**src/rtl/auth_rd_pkg.sv**
```systemverilog
package auth_rd_pkg;

  // Decode phase of one chip-select window
  typedef enum logic [1:0] {
    PH_LEAD   = 2'd0,  // opcode and dummy bits still arriving
    PH_STREAM = 2'd1,  // response bits are being launched
    PH_MUTE   = 2'd2   // opcode not ours, stay off the line
  } rd_phase_e;

endpackage

```
**src/rtl/auth_rd_pin_sync.sv**
```systemverilog
module auth_rd_pin_sync #(
  parameter int STAGES = 2
) (
  input  logic clk,
  input  logic rst_n,
  input  logic sclk_i,
  input  logic cs_n_i,
  input  logic mosi_i,
  output logic sel_o,
  output logic rise_o,
  output logic fall_o,
  output logic mosi_o
);

  // One extra stage on the clock gives the previous level for edge detect
  logic [STAGES:0]   sclk_q;
  logic [STAGES-1:0] cs_q;
  logic [STAGES-1:0] mosi_q;

  always_ff @(posedge clk or negedge rst_n) begin
    if (!rst_n) begin
      sclk_q <= '0;
      cs_q   <= '1;
      mosi_q <= '0;
    end else begin
      sclk_q <= {sclk_q[STAGES-1:0], sclk_i};
      cs_q   <= {cs_q[STAGES-2:0], cs_n_i};
      mosi_q <= {mosi_q[STAGES-2:0], mosi_i};
    end
  end

  assign rise_o = sclk_q[STAGES-1] & ~sclk_q[STAGES];
  assign fall_o = ~sclk_q[STAGES-1] & sclk_q[STAGES];
  assign sel_o  = ~cs_q[STAGES-1];
  assign mosi_o = mosi_q[STAGES-1];

endmodule

```
**src/rtl/auth_rd_lead_decoder.sv**
```systemverilog
module auth_rd_lead_decoder
  import auth_rd_pkg::*;
#(
  parameter int             OP_W      = 8,
  parameter logic [OP_W-1:0] OPCODE   = 8'h96,
  parameter int             LEAD_BITS = 16,
  parameter int             CNT_W     = 5
) (
  input  logic             clk,
  input  logic             rst_n,
  input  logic             sel_i,
  input  logic             rise_i,
  input  logic             fall_i,
  input  logic             mosi_i,
  output logic [CNT_W-1:0] rise_cnt_o,
  output logic             op_hit_o,
  output logic             launch_o,
  output logic             shift_o
);

  logic [CNT_W-1:0] cnt_q;
  logic [OP_W-1:0]  op_q;
  rd_phase_e        ph_q;

  assign rise_cnt_o = cnt_q;
  assign op_hit_o   = (cnt_q >= CNT_W'(OP_W)) && (op_q == OPCODE);
  // The first falling edge after the last lead bit launches status bit 7
  assign launch_o   = (ph_q == PH_LEAD) && fall_i &&
                      (cnt_q == CNT_W'(LEAD_BITS)) && op_hit_o;
  assign shift_o    = (ph_q == PH_STREAM) && fall_i;

  always_ff @(posedge clk or negedge rst_n) begin
    if (!rst_n) begin
      cnt_q <= '0;
      op_q  <= '0;
      ph_q  <= PH_LEAD;
    end else if (!sel_i) begin
      cnt_q <= '0;
      op_q  <= '0;
      ph_q  <= PH_LEAD;
    end else begin
      if (rise_i && (cnt_q != CNT_W'(LEAD_BITS)))
        cnt_q <= cnt_q + 1'b1;
      if (rise_i && (cnt_q < CNT_W'(OP_W)))
        op_q <= {op_q[OP_W-2:0], mosi_i};
      if (launch_o)
        ph_q <= PH_STREAM;
      else if ((ph_q == PH_LEAD) && (cnt_q >= CNT_W'(OP_W)) && !op_hit_o)
        ph_q <= PH_MUTE;
    end
  end

endmodule

```
**src/rtl/auth_rd_resp_shifter.sv**
```systemverilog
module auth_rd_resp_shifter #(
  parameter int STAT_W   = 8,
  parameter int TAG_W    = 96,
  parameter int CTR_W    = 32,
  parameter int SIG_W    = 256,
  parameter int BUSY_BIT = 0
) (
  input  logic              clk,
  input  logic              rst_n,
  input  logic              sel_i,
  input  logic              launch_i,
  input  logic              shift_i,
  input  logic [STAT_W-1:0] status_i,
  input  logic [TAG_W-1:0]  tag_i,
  input  logic [CTR_W-1:0]  ctr_i,
  input  logic [SIG_W-1:0]  sig_i,
  output logic              bit_o,
  output logic              drive_o,
  output logic              busy_o
);

  localparam int PAY_W = STAT_W + TAG_W + CTR_W + SIG_W;

  logic [PAY_W-1:0] frame_q;
  logic             drive_q;
  logic             busy_q;

  always_ff @(posedge clk or negedge rst_n) begin
    if (!rst_n) begin
      frame_q <= '0;
      drive_q <= 1'b0;
      busy_q  <= 1'b0;
    end else if (!sel_i) begin
      frame_q <= '0;
      drive_q <= 1'b0;
      busy_q  <= 1'b0;
    end else if (launch_i) begin
      frame_q <= {status_i, tag_i, ctr_i, sig_i};
      drive_q <= 1'b1;
      busy_q  <= status_i[BUSY_BIT];
    end else if (shift_i) begin
      if (busy_q)
        // Busy: the status byte circulates in the top of the frame
        frame_q[PAY_W-1 -: STAT_W] <= {frame_q[PAY_W-2 -: STAT_W-1],
                                       frame_q[PAY_W-1]};
      else
        // Ready: plain shift, zeros follow the payload
        frame_q <= {frame_q[PAY_W-2:0], 1'b0};
    end
  end

  assign bit_o   = frame_q[PAY_W-1];
  assign drive_o = drive_q;
  assign busy_o  = busy_q;

endmodule

```
**src/rtl/auth_status_readout.sv**
```systemverilog
module auth_status_readout #(
  parameter logic [7:0] OPCODE      = 8'h96,
  parameter int         DUMMY_BYTES = 1,
  parameter int         STAT_W      = 8,
  parameter int         TAG_W       = 96,
  parameter int         CTR_W       = 32,
  parameter int         SIG_W       = 256,
  parameter int         BUSY_BIT    = 0,
  parameter int         SYNC_STAGES = 2
) (
  input  logic              clk,
  input  logic              rst_n,
  input  logic              spi_sclk,
  input  logic              spi_cs_n,
  input  logic              spi_mosi,
  input  logic [STAT_W-1:0] rsp_status,
  input  logic [TAG_W-1:0]  rsp_tag,
  input  logic [CTR_W-1:0]  rsp_ctr,
  input  logic [SIG_W-1:0]  rsp_sig,
  output logic              spi_miso,
  output logic              spi_miso_en
);

  localparam int OP_W      = 8;
  localparam int LEAD_BITS = OP_W * (1 + DUMMY_BYTES);
  localparam int CNT_W     = $clog2(LEAD_BITS + 1);

  logic             sel;
  logic             rise;
  logic             fall;
  logic             mosi_s;
  logic [CNT_W-1:0] rise_cnt;
  logic             op_hit;
  logic             launch;
  logic             shift;
  logic             frame_bit;
  logic             drive;
  logic             busy;

  auth_rd_pin_sync #(
    .STAGES (SYNC_STAGES)
  ) u_sync (
    .clk    (clk),
    .rst_n  (rst_n),
    .sclk_i (spi_sclk),
    .cs_n_i (spi_cs_n),
    .mosi_i (spi_mosi),
    .sel_o  (sel),
    .rise_o (rise),
    .fall_o (fall),
    .mosi_o (mosi_s)
  );

  auth_rd_lead_decoder #(
    .OP_W      (OP_W),
    .OPCODE    (OPCODE),
    .LEAD_BITS (LEAD_BITS),
    .CNT_W     (CNT_W)
  ) u_dec (
    .clk        (clk),
    .rst_n      (rst_n),
    .sel_i      (sel),
    .rise_i     (rise),
    .fall_i     (fall),
    .mosi_i     (mosi_s),
    .rise_cnt_o (rise_cnt),
    .op_hit_o   (op_hit),
    .launch_o   (launch),
    .shift_o    (shift)
  );

  auth_rd_resp_shifter #(
    .STAT_W   (STAT_W),
    .TAG_W    (TAG_W),
    .CTR_W    (CTR_W),
    .SIG_W    (SIG_W),
    .BUSY_BIT (BUSY_BIT)
  ) u_shf (
    .clk      (clk),
    .rst_n    (rst_n),
    .sel_i    (sel),
    .launch_i (launch),
    .shift_i  (shift),
    .status_i (rsp_status),
    .tag_i    (rsp_tag),
    .ctr_i    (rsp_ctr),
    .sig_i    (rsp_sig),
    .bit_o    (frame_bit),
    .drive_o  (drive),
    .busy_o   (busy)
  );

  // Raw chip select gates the pad so release does not wait on the synchronizer
  assign spi_miso_en = drive & ~spi_cs_n;
  assign spi_miso    = spi_miso_en & frame_bit;

endmodule

```
**config.mk**
```make
export PLATFORM = sky130hd
export DESIGN_NAME = auth_status_readout
export DESIGN_NICKNAME = d
export VERILOG_FILES = /design/src/rtl/auth_rd_pkg.sv /design/src/rtl/auth_rd_pin_sync.sv /design/src/rtl/auth_rd_lead_decoder.sv /design/src/rtl/auth_rd_resp_shifter.sv /design/src/rtl/auth_status_readout.sv
export SDC_FILE = /design/constraint.sdc
export NUM_CORES = 1
export LEC_CHECK = 0
export ABC_AREA = 1
export BUFFER_PORTS_ARGS = -buffer_cell sky130_fd_sc_hd__buf_2
export CAP_MARGIN = 0
export CORE_MARGIN = 2
export CORE_UTILIZATION = 57
export CTS_CLUSTER_SIZE = 10
export DETAILED_ROUTE_END_ITERATION = 10
export GPL_ROUTABILITY_DRIVEN = 1
export MAX_ROUTING_LAYER = met4
export PLACE_DENSITY = 0.8
export SETUP_SLACK_MARGIN = 0.2
export SLEW_MARGIN = 20
export SYNTH_ARGS = -nofsm -noshare
export SYNTH_HDL_FRONTEND = slang
export SYNTH_SLANG_ARGS = --single-unit
```
**constraint.sdc**
```tcl
create_clock -name clk -period 2.4 [get_ports clk]
set_input_delay 0.48 -clock clk [delete_from_list [all_inputs] [get_ports clk]]
set_output_delay 0.48 -clock clk [all_outputs]
set_load 0.03 [all_outputs]
```
==> metrics.txt, run 1 <==
global routing usage on met1 44.6%; Max VDD drop 0.000501 V; GRT busiest layer met2; Worst EP arrival approximately 2.6 ns; DRT Pass-1 Iters 6; Top Ports 399; Multi-input gate area 0.0126 mm^2; post-route ant nets 0; H-tree lvl count 2; Max Transition Viols Final 0; CP peak stage delay 0.40 ns; setup TNS 0 ns; startpoint types flip-flop; Critical-path top delay cell dfrtp_1; Syn Area/Cell 7.59 um^2; HP Class input port to flip-flop; layout cell share with drive strength beyond 1 17.1%; met3 GRT Util 3.85%; Post-Syn Instances 3301; # rows 76; fill count 3556; Pwr per Cell Area between 500 and 600 mW/mm^2; CP max FO 26; register area around 0.010 mm^2; crit share post-route around nine tenths; CTS root buffer clkbuf_16; routed vias 26200; fmax 0.467 GHz; Max Cap Viol 0; largest net degree at the start of global routing about 150; vias in the first global route about 23000; Synth cell types 28; pre-CTS setup slack 0.219 ns; crit path cell chain inv_1 -> ha_1 -> nand2_1 -> clkinv_1 -> nand2_2 -> nor2_4 -> buf_12 -> nand2_8 -> buf_16 -> buf_12 -> buf_12 -> clkbuf_16 -> nand3_1 -> nand2_1 -> nand2_1 -> nand2_1; reg-to-reg endpoint u_shf.frame_q[214]; Slew HR between 50% and 60%; Clock Sinks approximately 420; routed len/inst 18.7 um; Mapped Area 0.0251 mm^2; antenna violations before repair 4; area grow syn2layout 16.9%; Iter 0 DRT Violations approximately 3800; post-layout min period 2.14 ns; Worst Skew 0.0251 ns; Bufs on Longest Clock Path 3; Yosys Warn Count 0; die area roughly 0.046 mm^2; static leakage 0.0157 uW; Initial Util around 58%; min setup slack post-route between 0.2 and 0.3 ns; Most Frequent Cell on Critical Path nand2_1; Critical Path RT 2.86 ns; DRC violations left 0; Final Cell Area 0.0293 mm^2; outcome finished, final reports clean; final wirelength 75.6 mm; Worst Setup EP u_shf.frame_q[214]; core area 0.0433 mm^2; CP endpoint kind flip-flop; area post-placement 0.0272 mm^2; post-route total power around 15000 uW; routed vias/inst 6.47; FF-to-FF setup slack 0.26 ns; hold wc startpoint spi_mosi; fin cells about 4000; crit path from u_dec.rise_cnt_o[1]; register area share after synthesis 41.5%; Hold Vio Cnt, Final 0; Reg clk slew, reported paths 0.05 ns; later-pin clock latency in the skew report 0.59 ns; measured slew at the worst slew-check pin 0.710 ns; cell count after placement just under 4000; r2r worst-path depth 16; GRT Util Overall 31.8%; Die Ht 214 um; total gr overflow 0; Setup CP Type flip-flop to flip-flop; detailed placer's ending HPWL roughly 43 mm; Layout Nets 3835; PortBufs 398; RSZ-0062 raised after global routing no; first-pass GRT wire length 117 mm; Final Wtd Congestion roughly 0.85; CTS Buf Count between 40 and 50; CTS tree done; Mapped Nets 3700; Final Setup Violations 0; Die Wd 214 um; R2R Path Start u_dec.rise_cnt_o[1]; Synth Register Bits 416; M2 GR Usage 47.4%
==> worst max-delay path, delay by kind of cell, from the launching register on <==
family / cells / cell delay, ns
flops: 1 / 0.40
simple gates: 8 / 0.54
buf+inv: 7 / 0.87
fa+ha+maj: 1 / 0.15
==> worst min path at each step <==
| stage | to | slack (ns) | cells after the start |
|---|---|---|---|
| after floorplan | u_dec.op_q[0] | 0.18 | 0 |
| after global placement | u_sync.mosi_q[1] | 0.33 | 0 |
| after detailed placement | u_sync.sclk_q[1] | 0.34 | 0 |
| after CTS | u_sync.mosi_q[0] | 0.03 | 1 |
| after global routing | u_sync.mosi_q[0] | 0.04 | 1 |
| final | u_sync.mosi_q[0] | 0.05 | 1 |
==> cell usage after synthesis, drive strengths merged <==
cell type	instances	area, um^2
buf	253	1260
nor2	16	70.1
ha	2	25.0
nor3	2	10.0
dfrtp	414	10400
o21ai	9	45.0
clkbuf	181	681
dfstp	2	52.6
inv	29	109
clkinv	2	7.51
o2111ai	384	3360
a31oi	1	6.26
nor3b	1	7.51
a21oi	3	15.0
nand3	403	2020
o211ai	1	12.5
o31ai	4	30.0
nand2	1192	4480
or2	1	6.26
nand4	401	2510
==> sequential cells by signal, summed over array words and instances, names as in the netlist <==
name              count
u_dec.rise_cnt_o      5
u_shf.frame_q       392
u_sync.mosi_q         2
u_shf.busy_o          1
u_sync.cs_q           2
u_dec.ph_q            2
u_sync.sclk_q         3
u_dec.op_q            8
u_shf.drive_o         1
==> per-stage QoR <==
stage | hold WS [ns] | utilization [%]
after floorplan | 0.184 | -
after global placement | 0.333 | 62.9
after detailed placement | 0.342 | 62.9
after CTS | 0.0303 | 66.2
after global routing | 0.0381 | 67.7
final | 0.0528 | 67.7
==> layout make-up <==
cell class / count / area share [%]
antenna: 4 / 0.0342
clock buffer: 69 / 4.72
clock inverter: 4 / 0.0811
inverter: 31 / 0.423
multi-input combinational: 2420 / 43.1
sequential: 416 / 35.5
tap: 585 / 2.50
timing repair buffer: 518 / 13.6
==> cells in the final DEF, fill, tap and decap left out, types with 5 or more instances in the layout <==
cell	synthesis	routed
buf_2	239	396
buf_12	0	49
buf_4	1	40
clkbuf_1	180	14
dfrtp_1	414	413
clkbuf_16	0	62
o2111ai_1	384	384
nand2_1	1191	1189
o21ai_0	9	9
buf_6	1	5
buf_16	0	11
inv_1	27	26
nand4_1	401	401
nand3_1	403	403
nor2_1	14	13
==> report_power, final <==
part / switching, uW / internal, uW / leakage (uW)
Clock: 2910 / 3940 / 0.000690
Sequential: 15.3 / 7040 / 0.00578
Combinational: 753 / 376 / 0.00923
==> logic make-up (layout without fill, tap and decap cells) <==
logic type	Yosys count	count (layout)	synth area share, %
and+or+nand+nor	2016	2016	36.3
DFF	416	416	41.5
other	0	4	0
adders and majority gates	2	2	0.0998
buffers and inverters	465	622	8.21
AOI/OAI and AO/OA	402	402	13.9
==> timing repair <==
item,in CTS,in global routing
pin swaps,0,2
endpoints found under the setup margin,1,384
gates resized for setup,1,27
setup buffers,0,19
gates cloned,0,11
endpoints found under the hold margin,40,0
hold buffers,3,0
==> layer usage <==
metal  routed length (um)  up-vias
met5                    0        -
met4                 2280        0
met3                 5750      152
met2                35800     1292
met1                31700    12500
li1                     -    12300
Power figures use the tool's default switching activity.
==> inputs of run 2 (changes only) <==
- MAX_ROUTING_LAYER: met4 -> not set
==> metrics.txt, run 2 (synthesized netlist as in run 1, its figures left out) <==
outcome finished, final reports clean; reg-to-reg endpoint u_shf.frame_q[219]; R2R Path Start u_dec.op_q[5]; CTS Buf Count 49 (unchanged); Max Cap Viol 0 (unchanged); PortBufs 398 (unchanged); startpoint types flip-flop; fin util 67.9% (+0.20 points); Die Wd 214 um (unchanged); sequential power share 46.9% (about the same); routed len/inst 19.0 um (+1.7%); total gr overflow 0 (unchanged); Max VDD drop 0.000500 V (-0.15%); first-pass GRT wire length 117 mm (about the same); r2r worst-path depth 9 (-7); FF-to-FF setup slack 0.25 ns (about the same); CP endpoint kind flip-flop; Initial Util 57.9% (unchanged); static leakage 0.0158 uW (+0.30%); layout cell share with drive strength beyond 1 17.1% (+0.038 points); combinational power share 7.5% (about the same); area grow syn2layout 17.3%; Cell Int Power 11400 uW (about the same); fmax 0.465 GHz (-0.47%); GRT Util Overall 30.8% (-0.96 points); CP max FO 72 (+180%); Die Ht 214 um (unchanged); Worst EP arrival 2.66 ns (+0.06 ns); Switch Pwr 3680 uW (about the same); Reg clk slew, reported paths 0.06 ns (about the same); register area 0.0104 mm^2 (unchanged); crit share post-route 89.6% (+0.42 points); Final Wtd Congestion 0.841 (-1.5%); measured slew at the worst slew-check pin 0.718 ns (+0.00785 ns); Clock Sinks 416 (unchanged); post-route ant nets 0 (unchanged); DRT Pass-1 Iters 8 (+2); Top Ports 399 (unchanged); max FFs per register 392 (unchanged); Hold Slack 0.0538 ns (+0.00101 ns); setup TNS 0 ns (unchanged); Final Cell Area 0.0294 mm^2 (+0.29%); area post-placement 0.0272 mm^2 (unchanged); post-layout min period 2.15 ns (+0.0101 ns); Pwr per Cell Area 512 mW/mm^2 (-0.32%); Slew HR 52.1% (-0.52 points); final wirelength 77.0 mm (+1.8%); Setup CP Type flip-flop to flip-flop; Biggest register u_shf.frame_q; Bufs on Longest Clock Path 3 (unchanged); HP Class input port to flip-flop; largest net degree at the start of global routing 148 (unchanged); die area 0.0457 mm^2 (unchanged); detailed placer's ending HPWL 42.7 mm (unchanged); RSZ-0062 raised after global routing no; leading cell types in the layout, fill and taps excluded nand2_1, dfrtp_1, nand3_1; DRC violations left 0 (unchanged); H-tree lvl count 2 (unchanged); vias in the first global route 23200 (-0.030%); CTS tree done; Hold Vio Cnt, Final 0 (unchanged); # rows 76 (unchanged); Final Setup Violations 0 (unchanged); CTS root buffer clkbuf_16; routed vias 26300 (+0.24%); routed vias/inst 6.48 (+0.14%); min setup slack post-route 0.250 ns (-0.0101 ns); crit path from u_dec.op_q[5]; pre-CTS setup slack 0.219 ns (unchanged); Switching Fraction 24.5% (about the same); Critical Path RT 2.91 ns (+0.05 ns); fill count 3538 (-0.51%); Worst Setup EP u_shf.frame_q[219]; Worst Skew 0.0226 ns (-0.00246 ns); later-pin clock latency in the skew report 0.59 ns (about the same); Multi-input gate area 0.0126 mm^2 (about the same); commonest non-fill, non-tap cell in the layout nand2_1; Iter 0 DRT Violations 3890 (+2.0%); antenna violations before repair 4 (unchanged); clock network power share 45.6% (about the same); core area 0.0433 mm^2 (unchanged); Max Transition Viols Final 0 (unchanged); Layout Nets 3839 (+0.10%)
## run 2: cell count changes in the layout (fill, tap and decap cells not counted), sizes merged
| cell | delta |
|---|---|
| clkbuf | +5 |
| buf | -1 |
## run 2: layer usage
layer / GRT usage [%] / vias to the layer above / part of all wire, %
met2: 47.5 / 1310 / 48
met3: 3.90 / 154 / 7.6
li1: - / 12300 / -
met5: 0 / - / 0
met4: 12.0 / 0 / 3.0
met1: 44.4 / 12500 / 42
## run 2: final cells by class
| class | count | share of cell area, % |
|---|---|---|
| Multi-Input combinational cell | 2420 | 43.0 |
| Timing Repair Buffer | 522 | 13.8 |
| Antenna cell | 4 | 0.0341 |
| Inverter | 31 | 0.422 |
| Clock inverter | 4 | 0.0809 |
| Tap cell | 585 | 2.49 |
| Clock buffer | 69 | 4.71 |
| Sequential cell | 416 | 35.4 |
## run 2: repair_timing
action | 4_1_cts | 5_1_grt
setup endpoints to repair | 1 | 384
resized for setup | 1 | 27
cloned | 0 | 17
buffers inserted | 0 | 17
endpoints found under the hold margin | 40 | 0
pin swaps | 0 | 1
hold buffers | 3 | 0
## run 2: per-stage QoR
stage	power, uW	std cells
CTS	15100	4013
floorplan	7580	3301
global route	15500	4051
detailed placement	8260	3937
global placement	8240	3937
finish	15000	4051
## run 2: how the worst min path moves through the flow
stage	from	to	slack, ns	depth (start not counted)
after CTS	spi_mosi	u_sync.mosi_q[0]	0.03	1
after global routing	spi_mosi	u_sync.mosi_q[0]	0.04	1
final	spi_mosi	u_sync.mosi_q[0]	0.05	1
after global placement	u_sync.mosi_q[0]	u_sync.mosi_q[1]	0.33	0
after detailed placement	u_sync.sclk_q[0]	u_sync.sclk_q[1]	0.34	0
after floorplan	rst_n	u_dec.op_q[0]	0.18	0
## run 2: worst max-delay path, cell delays in order (launching register included)
cell	delay [ns]
dfrtp_1	0.40
nor2_1	0.13
nand2_1	0.09
nor2_4	0.32
buf_12	0.29
buf_16	0.30
nand4_1	0.19
nand2_1	0.14
nand2_1	0.06
nand2_1	0.06
## run 2: power by group through the flow
stage | logic (uW) | registers [uW] | clock network (uW)
after global routing | 1220 | 7050 | 7220
final | 1130 | 7050 | 6850
after global placement | 1070 | 7180 | 0
after CTS | 1100 | 7050 | 6960
after floorplan | 408 | 7170 | 0
after detailed placement | 1090 | 7180 | 0
